[src/rtl/cmd_ring_consumer.sv]
module cmd_ring_consumer #(
  parameter int ADDR_W = 48,
  parameter int IDX_W  = 15,
  parameter logic [7:0] OP_SYNC     = 8'h05,
  parameter logic [7:0] OP_MAP_DEV  = 8'h08,
  parameter logic [7:0] OP_MAP_COLL = 8'h09
) (
  input  logic                clk,
  input  logic                rst_n,
  input  logic                enable,
  input  logic                wp_wr_full,
  input  logic                wp_wr_lo,
  input  logic                wp_wr_hi,
  input  logic [63:0]         wp_wdata,
  input  logic [ADDR_W-1:0]   q_base,
  input  logic [IDX_W:0]      q_entries,
  output logic [63:0]         rd_ptr,
  output logic                busy,
  output logic                err_wptr,
  output logic                err_mem,
  output logic                mem_req,
  output logic [ADDR_W-1:0]   mem_addr,
  input  logic                mem_rvalid,
  input  logic [63:0]         mem_rdata,
  input  logic                mem_rerr,
  output logic                cmd_valid,
  output logic [255:0]        cmd_words,
  input  logic                cmd_done
);

  localparam int SHIFT  = 5;
  localparam int BEATS  = 4;
  localparam int BEAT_W = $clog2(BEATS);
  localparam int HI_W   = 64 - SHIFT;

  typedef enum logic [1:0] {S_IDLE, S_FETCH, S_HAND, S_ADV} state_t;

  state_t                    state;
  logic [63:0]               wp_q, wp_next;
  logic [IDX_W-1:0]          rd_idx, nxt_idx;
  logic [BEAT_W-1:0]         beat;
  logic [BEATS-1:0][63:0]    words_q;
  logic                      trig, bad, wp_err_eff, go_on, handed;

  always_comb begin
    wp_next = wp_q;
    if (wp_wr_full)
      wp_next = wp_wdata;
    else begin
      if (wp_wr_lo) wp_next[31:0]  = wp_wdata[31:0];
      if (wp_wr_hi) wp_next[63:32] = wp_wdata[63:32];
    end
  end

  assign trig       = enable && (wp_wr_full || wp_wr_lo);
  assign bad        = (wp_next[SHIFT-1:0] != '0) || (wp_next[63:SHIFT] >= HI_W'(q_entries));
  assign wp_err_eff = trig ? bad : err_wptr;
  assign nxt_idx    = ((IDX_W+1)'(rd_idx) + 1'b1 == q_entries) ? '0 : rd_idx + 1'b1;
  assign go_on      = enable && !wp_err_eff && (wp_next[SHIFT +: IDX_W] != nxt_idx);

  function automatic logic is_handled(input logic [7:0] op);
    return (op == OP_SYNC) || (op == OP_MAP_DEV) || (op == OP_MAP_COLL);
  endfunction

  assign handed    = is_handled(words_q[0][7:0]);
  assign busy      = (state != S_IDLE);
  assign rd_ptr    = 64'({rd_idx, SHIFT'(0)});
  assign mem_req   = (state == S_FETCH);
  assign mem_addr  = q_base + ADDR_W'({rd_idx, SHIFT'(0)}) + ADDR_W'({beat, 3'b000});
  assign cmd_valid = (state == S_HAND);
  assign cmd_words = words_q;

  always_ff @(posedge clk) begin
    if (!rst_n) begin
      state    <= S_IDLE;
      wp_q     <= '0;
      rd_idx   <= '0;
      beat     <= '0;
      words_q  <= '0;
      err_wptr <= 1'b0;
      err_mem  <= 1'b0;
    end else begin
      if (wp_wr_full || wp_wr_lo || wp_wr_hi) wp_q <= wp_next;
      if (trig) err_wptr <= bad;
      unique case (state)
        S_IDLE: begin
          if (trig && !bad) begin
            err_mem <= 1'b0;
            if (wp_next[SHIFT +: IDX_W] != rd_idx) begin
              state <= S_FETCH;
              beat  <= '0;
            end
          end
        end
        S_FETCH: begin
          if (mem_rvalid) begin
            if (mem_rerr) begin
              err_mem <= 1'b1;
              state   <= S_IDLE;
              beat    <= '0;
            end else begin
              words_q[beat] <= mem_rdata;
              beat          <= beat + 1'b1;
              if (beat == BEAT_W'(BEATS-1))
                state <= handed ? S_HAND : S_ADV;
            end
          end
        end
        S_HAND: begin
          if (cmd_done) state <= S_ADV;
        end
        S_ADV: begin
          rd_idx <= nxt_idx;
          beat   <= '0;
          state  <= go_on ? S_FETCH : S_IDLE;
        end
        default: state <= S_IDLE;
      endcase
    end
  end

  AST_REQ_HELD: assert property (@(posedge clk) disable iff (!rst_n)
    (mem_req && !mem_rvalid) |=> (mem_req && $stable(mem_addr))) else $error("req dropped");

  AST_CMD_HELD: assert property (@(posedge clk) disable iff (!rst_n)
    (cmd_valid && !cmd_done) |=> cmd_valid) else $error("cmd_valid dropped");

  AST_NO_OVERLAP: assert property (@(posedge clk) disable iff (!rst_n)
    cmd_valid |-> !mem_req) else $error("hand-off during fetch");

  AST_PTR_ONLY_BUSY: assert property (@(posedge clk) disable iff (!rst_n)
    (rd_ptr != $past(rd_ptr)) |-> $past(busy)) else $error("rd_ptr moved while idle");

  AST_MEMERR_HOLDS_PTR: assert property (@(posedge clk) disable iff (!rst_n)
    $rose(err_mem) |-> ($stable(rd_ptr) && !busy)) else $error("err_mem moved pointer");

  AST_BADPTR_NO_FETCH: assert property (@(posedge clk) disable iff (!rst_n)
    (err_wptr && !busy) |-> !mem_req) else $error("fetch after bad pointer");

endmodule

[config.mk]
export PLATFORM = sky130hd
export DESIGN_NAME = cmd_ring_consumer
export DESIGN_NICKNAME = d
export VERILOG_FILES = /design/src/rtl/cmd_ring_consumer.sv
export SDC_FILE = /design/constraint.sdc
export NUM_CORES = 1
export LEC_CHECK = 0
export ABC_AREA = 1
export BUFFER_PORTS_ARGS = -buffer_cell sky130_fd_sc_hd__buf_2
export CORE_AREA = 8 8 219 221
export CTS_CLUSTER_DIAMETER = 40
export DETAILED_ROUTE_END_ITERATION = 12
export DIE_AREA = 0 0 227 229
export HOLD_SLACK_MARGIN = 0.15
export PLACE_DENSITY_LB_ADDON = 0.05
export REMOVE_ABC_BUFFERS = 1
export SYNTH_ARGS = -nofsm -noshare
export SYNTH_HDL_FRONTEND = slang
export SYNTH_SLANG_ARGS = --single-unit
[constraint.sdc]
create_clock -name clk -period 2.9 [get_ports clk]
set_input_delay 0.29 -clock clk [delete_from_list [all_inputs] [get_ports clk]]
set_output_delay 0.29 -clock clk [all_outputs]
set_load 0.01 [all_outputs]
==> flow_summary.yaml, run 1 <==
status:
  status: "complete, but fails checks"
  violations: "negative setup slack"
logic_synthesis:
  yosys-top-cells-area: "dfxtp_1, nand2_1, nand3_1, a21oi_1, inv_1"
  synthTopCellsByCount: "nand2_1, dfxtp_1, nand3_1, a21oi_1, inv_1"
  synth_top_area_share_pct: 42.5
  synth_cell_types: 44
  synth_area_sq_mm: 0.0161
  yosysWarnings: 0
  yosysSeqAreaShare_pct: 42.5
  yosysTopAreaCell: "dfxtp_1"
  syn_avg_cell_area_sq_um: 7.30
  synth_flop_cell: "dfxtp_1"
  yosysMostFrequentCell: "nand2_1"
  ys_ff_latch: 341
  synth_edf_count: 0
  async_flop_share_pct: 0
  synth_cells: 2200
place:
  dp_hpwl_um: 52200
  placedCellCount: 3293
  io_buffer_count: 518
  place_congestion: 0.942
  dp_slack_ns: -0.273
  place_area_sq_mm: 0.0197
drt:
  drt.antenna.violating_nets: 0
  via_count: 17900
  met1_length_um: 29500
  drt_first_pass_iters: 5
  viasPerCell: 5.02
  wl_met3_um: 5570
  drc: 0
  drtIter0Drc: 1268
  wl_per_cell_um: 20.5
  routed_wl_um: 73100
  top_layer_used: "met5"
  wl_met2_um: 34800
clocking:
  cts_tree: "done"
  clock_latency_ns: 0.63
  clock_sink_count: 341
  cts_buffers: 61
  cts-htree-levels: 2
  cts_root_buffer: "clkbuf_16"
  clkTransAtPathRegs_ns: 0.06
  clk_path_buf_depth: 3
floorplan:
  core_area_sq_mm: 0.0447
  die_width_um: 227
  start_util_pct: 36.0
  ios: 574
  dieArea_sq_mm: 0.0520
  fp-row-count: 78
  fp.dieH_um: 229
hold_path:
  hp-class: "in -> reg"
pwr:
  seq_power_share_pct: 34.6
  power_density_mw_per_mm2: 577
  power.internal_mw: 10.0
  power_frac_comb_pct: 11.6
  p_clk_share_pct: 53.8
  swShare_pct: 28.0
  leakage_nw: 11.0
  peakVddDrop_uv: 550
  power.total_mw: 13.9
  p_switching_mw: 3.90
layout:
  stdcell_count: 3567
  nets: 3152
  fin_util_pct: 54.0
  area_growth_pct: 50.1
  multi_input_area_sq_mm: 0.00853
  seq_area_sq_mm: 0.00683
  fin_area_sq_mm: 0.0241
  fillCellCount: 4456
  post_route_cells_drive_above_1_share_pct: 30.2
grt:
  grt_pass1_vias: 17700
  grt_antenna_before_repair: 2
  grt_usage_pct: 26.7
  grt-ovfl-total: 0
  grt_pass1_wl_um: 108000
  grt_max_degree: 154
worst_setup_path:
  path_cells: "ha_4 > inv_2 > fa_2 > o21ai_2 > buf_6 > nand2_2 > nand2_2 > a21o_1 > nand2_1 > nand2_2 > inv_2 > o21ai_2 > inv_2 > nor4b_2 > buf_4 > xor2_1 > buf_2"
  cp-start-kind: "flop"
  end_kind: "output pin"
  crit_required_ns: 2.61
  max_stage_delay_ns: 0.35
  crit_path_top_delay_cell: "dfxtp_2"
  crit_buf_inv: 6
  path_max_fanout: 3
  arrival_ns: 3.16
  path_delay_family: "buffers and inverters"
  setup.worst_path.class: "reg -> out"
sta:
  fin_worst_skew_ns: 0.0272
  fin_crit_ns: 3.45
  rsz0062_at_grt: "yes"
  finalSetupTns_ns: -11.41
  worst_pin_slew_ns: 0.877
  finalHoldViolations: 0
  setup_viol: 34
  min_period_over_period_pct: 119
  slew_viol_final: 0
  max_freq_ghz: 0.290
  whs_ns: 0.195
  slew-limit-headroom_pct: 41.5
  setup_slack_ns: -0.550
run:
  max_cap_viol_count: 0
[per-layer routing]
| layer | up-vias | GRT usage [%] |
|---|---|---|
| met5 | - | 0 |
| met4 | 2 | 11.4 |
| met3 | 143 | 5.92 |
| met2 | 646 | 45.1 |
| met1 | 8507 | 32.2 |
| li1 | 8606 | - |
[timing repair]
item | CTS | global route
resized for setup | 109 | 45
endpoints found under the setup margin | 38 | 39
hold endpoints to repair | 319 | 0
pin swaps | 28 | 27
buffers inserted | 25 | 8
hold buffers | 132 | 0
[sequential cells by signal, indices dropped and copies added (netlist names), named ones only]
name	count
rd_idx	15
err_mem	1
state	1
beat	2
err_wptr	1
cmd_words	256
wp_q	64
[layout make-up]
cell class,instances,area share (%)
timing repair buffer,789,21.7
clock inverter,48,2.42
inverter,156,2.46
clock buffer,68,6.61
multi-input combinational,1563,35.4
antenna,2,0.0207
tap,600,3.11
sequential,341,28.3
[layout by cell type (no fill, tap or decap), types with 29 or more instances in the layout]
cell type	instances
dfxtp_1	336
inv_1	145
nand3_1	304
a21oi_1	294
buf_2	510
nor2_1	119
ha_1	29
nand2_1	456
o21ai_0	45
xor2_1	36
dlygate4sd3_1	132
buf_4	107
clkbuf_16	62
conb_1	49
[final timing paths]
check                                             from                    end  slack [ns]  depth (start not counted)
worst max-delay path              beat[0]$_SDFFE_PN0P_           mem_addr[45]       -0.55                         17
worst min-delay path                       wp_wdata[8]   wp_q[8]$_SDFFE_PN0P_        0.20                          4
worst max register to register  rd_idx[0]$_SDFFE_PN0P_  state[0]$_SDFFE_PN0P_        0.17                         21
worst min register to register    err_mem$_SDFFE_PN0P_   err_mem$_SDFFE_PN0P_        0.45                          2
[cells by family (layout without fill, tap and decap cells)]
family                   count (synthesis)  in the layout  share of synthesized area, %
adder cells (fa/ha/maj)                 39             39                          3.08
flip-flops                             341            341                          42.5
other                                    1             51                        0.0233
AO/OA/AOI/OAI                          388            388                          12.5
XOR/XNOR                                62             62                          3.56
buffers and inverters                  344           1061                          9.58
multiplexers                            28             28                          1.74
AND/OR/NAND/NOR                        997            997                          27.0
[power groups by stage]
| stage | clock [mW] | combinational [mW] | sequential, mW |
|---|---|---|---|
| 2_1_floorplan | 0 | 0.650 | 4.92 |
| 3_3_place_gp | 0 | 1.39 | 4.91 |
| 3_5_place_dp | 0 | 1.39 | 4.92 |
| 4_1_cts | 7.63 | 1.59 | 4.82 |
| 5_1_grt | 7.84 | 1.74 | 4.83 |
| 6_report | 7.49 | 1.61 | 4.82 |
[tightest hold or removal path: cells and delay by family]
family	cells	cell delay [ns]
buffers and inverters	2	0.28
AO/OA/AOI/OAI	1	0.12
AND/OR/NAND/NOR	1	0.08
No activity file was read; power rests on OpenSTA's default activity.
==> run 2, diff against run 1 <==
--- a/config.mk
+++ b/config.mk
@@ -15,3 +15,2 @@
 export PLACE_DENSITY_LB_ADDON = 0.05
-export REMOVE_ABC_BUFFERS = 1
 export SYNTH_ARGS = -nofsm -noshare
==> constraint.sdc (replaced) <==
create_clock -name clk -period 2.9 [get_ports clk]
set_input_delay 0.58 -clock clk [delete_from_list [all_inputs] [get_ports clk]]
set_output_delay 0.58 -clock clk [all_outputs]
set_load 0.01 [all_outputs]
==> run 2 against run 1 <==
  * The flow still finishes with violations (negative setup slack)
  * Global-route usage fell by 2.1 points
  * Hold slack improved by 0.055 ns
  * Core utilization fell by 2.2 points
  * Sequential share of layout area rose by 1.2 points
  * Via count fell by 3.9%
  * First-iteration DRC count fell by 9.5%
  * Die area did not move
  * Final cell count fell by 1.6%
  * Highest routed layer unchanged
  * Count of clock-buffer cells in the layout fell by 1
==> flow_summary.yaml, run 2 (synthesized netlist as in run 1, its figures left out) <==
status:
  status: "complete, but fails checks"
  violations: "negative setup slack"
drt:
  wl_per_cell_um: 19.2
  drc: 0
  drt.antenna.violating_nets: 0
  drtIter0Drc: 1148
  via_count: 17200
  routed_wl_um: 67300
  drt_first_pass_iters: 5
  viasPerCell: 4.90
sta:
  setup_slack_ns: -0.641
  setup_viol: 39
  finalHoldViolations: 0
  fin_worst_skew_ns: 0.0320
  fin_crit_ns: 3.54
  max_freq_ghz: 0.282
  worst_pin_slew_ns: 0.886
  min_period_over_period_pct: 122
  rsz0062_at_grt: "yes"
  slew_viol_final: 0
  slew-limit-headroom_pct: 40.8
  finalSetupTns_ns: -18.41
layout:
  final_cell_mix: "buf_2, nand2_1, dfxtp_1"
  multi_input_area_sq_mm: 0.00843
  seq_area_sq_mm: 0.00684
  nets: 3099
  fin_util_pct: 51.8
  fillCellCount: 4567
  post_route_cells_drive_above_1_share_pct: 33.5
  area_growth_pct: 44.1
  largest_register_ffs: 256
  layout_commonest_cell: "buf_2"
worst_setup_path:
  cp-start-kind: "flop"
  crit_start: "beat[0]$_SDFFE_PN0P_"
  worst_r2r_endpoint: "state[0]$_SDFFE_PN0P_"
  crit_required_ns: 2.32
  worstReg2RegStart: "rd_idx[1]$_SDFFE_PN0P_"
  setup.worst_path.class: "reg -> out"
  arrival_ns: 2.96
  r2r_slack_ns: 0.27
  path_max_fanout: 3
  r2r_cells: 21
  end_kind: "output pin"
floorplan:
  core_area_sq_mm: 0.0447
  start_util_pct: 36.0
  dieArea_sq_mm: 0.0520
  die_width_um: 227
  ios: 574
  fp-row-count: 78
  fp.dieH_um: 229
clocking:
  clkTransAtPathRegs_ns: 0.05
  cts_buffers: 57
  clock_latency_ns: 0.60
  clock_sink_count: 341
  cts_root_buffer: "clkbuf_16"
  clk_path_buf_depth: 3
  cts-htree-levels: 2
  cts_tree: "done"
grt:
  grt_pass1_vias: 17100
  grt_antenna_before_repair: 10
  grt_pass1_wl_um: 101000
  grt-ovfl-total: 0
  grt_max_degree: 100
  grt_usage_pct: 24.6
hold_path:
  min_to: "wp_q[3]$_SDFFE_PN0P_"
  min-delay-start: "wp_wdata[3]"
  hold_depth: 3
  hp-class: "in -> reg"
pwr:
  peakVddDrop_uv: 549
  power_density_mw_per_mm2: 580
  leakage_nw: 10.7
place:
  dp_hpwl_um: 49000
  place_congestion: 0.904
  io_buffer_count: 518
run:
  max_cap_viol_count: 0
run 2: layer usage:
| layer | vias to the layer above | track usage [%] | part of all wire [%] |
|---|---|---|---|
| li1 | 8500 | - | - |
| met3 | 97 | 7.09 | 8.0 |
| met1 | 8067 | 29.2 | 40 |
| met4 | 10 | 7.18 | 2.5 |
| met5 | - | 0 | 0.094 |
| met2 | 528 | 42.4 | 49 |
run 2: worst max path at each step:
stage                        end  slack [ns]
global route        mem_addr[37]       -0.79
detailed placement  mem_addr[27]       -0.41
finish              mem_addr[47]       -0.64
global placement    mem_addr[27]       -0.41
CTS                 mem_addr[47]       -0.65
floorplan           mem_addr[47]       -0.14
run 2: layout make-up:
type	count	share of cell area [%]
inverters	156	2.56
multi-input cells	1563	36.4
repair buffers	740	19.4
diodes	4	0.0432
clock buffers	67	6.59
flip-flops and latches	341	29.6
clock inverters	40	2.23
well taps	600	3.24
run 2: through the flow:
stage	hold slack, ns	power (mW)	cell area, sq um	instances	worst slack (ns)
final	0.250	13.4	23200	3511	-0.641
after global routing	0.229	13.9	23100	3510	-0.791
after CTS	0.209	13.6	22800	3498	-0.651
after detailed placement	0.447	6.34	20400	3373	-0.406
after global placement	0.444	6.33	20400	3373	-0.407
after floorplan	0.459	5.67	16400	2248	-0.142
run 2: worst max-delay path, stage by stage (launching register included):
cell and delay [ns]:
dfxtp_4 0.38, ha_4 0.14, inv_2 0.03, fa_2 0.34, o21ai_2 0.15, nand2_1 0.07
nand2_1 0.06, a21o_1 0.15, nand2_1 0.07, nand2_2 0.12, a21oi_4 0.09, o21ai_4 0.16
nand3_2 0.14, nor3_2 0.15, xor2_1 0.15, buf_2 0.15
run 2: power by group:
part	leakage (nW)	internal (mW)	switching [mW]
logic	6.90	0.531	0.928
registers	2.77	4.78	0.0390
clock network	0.995	4.61	2.54
run 2: repair_timing:
item / in CTS / in global routing
setup buffers: 23 / 16
endpoints found under the setup margin: 40 / 41
resized for setup: 43 / 86
hold buffers: 0 / 0
cloned: 0 / 1
pin swaps: 29 / 27
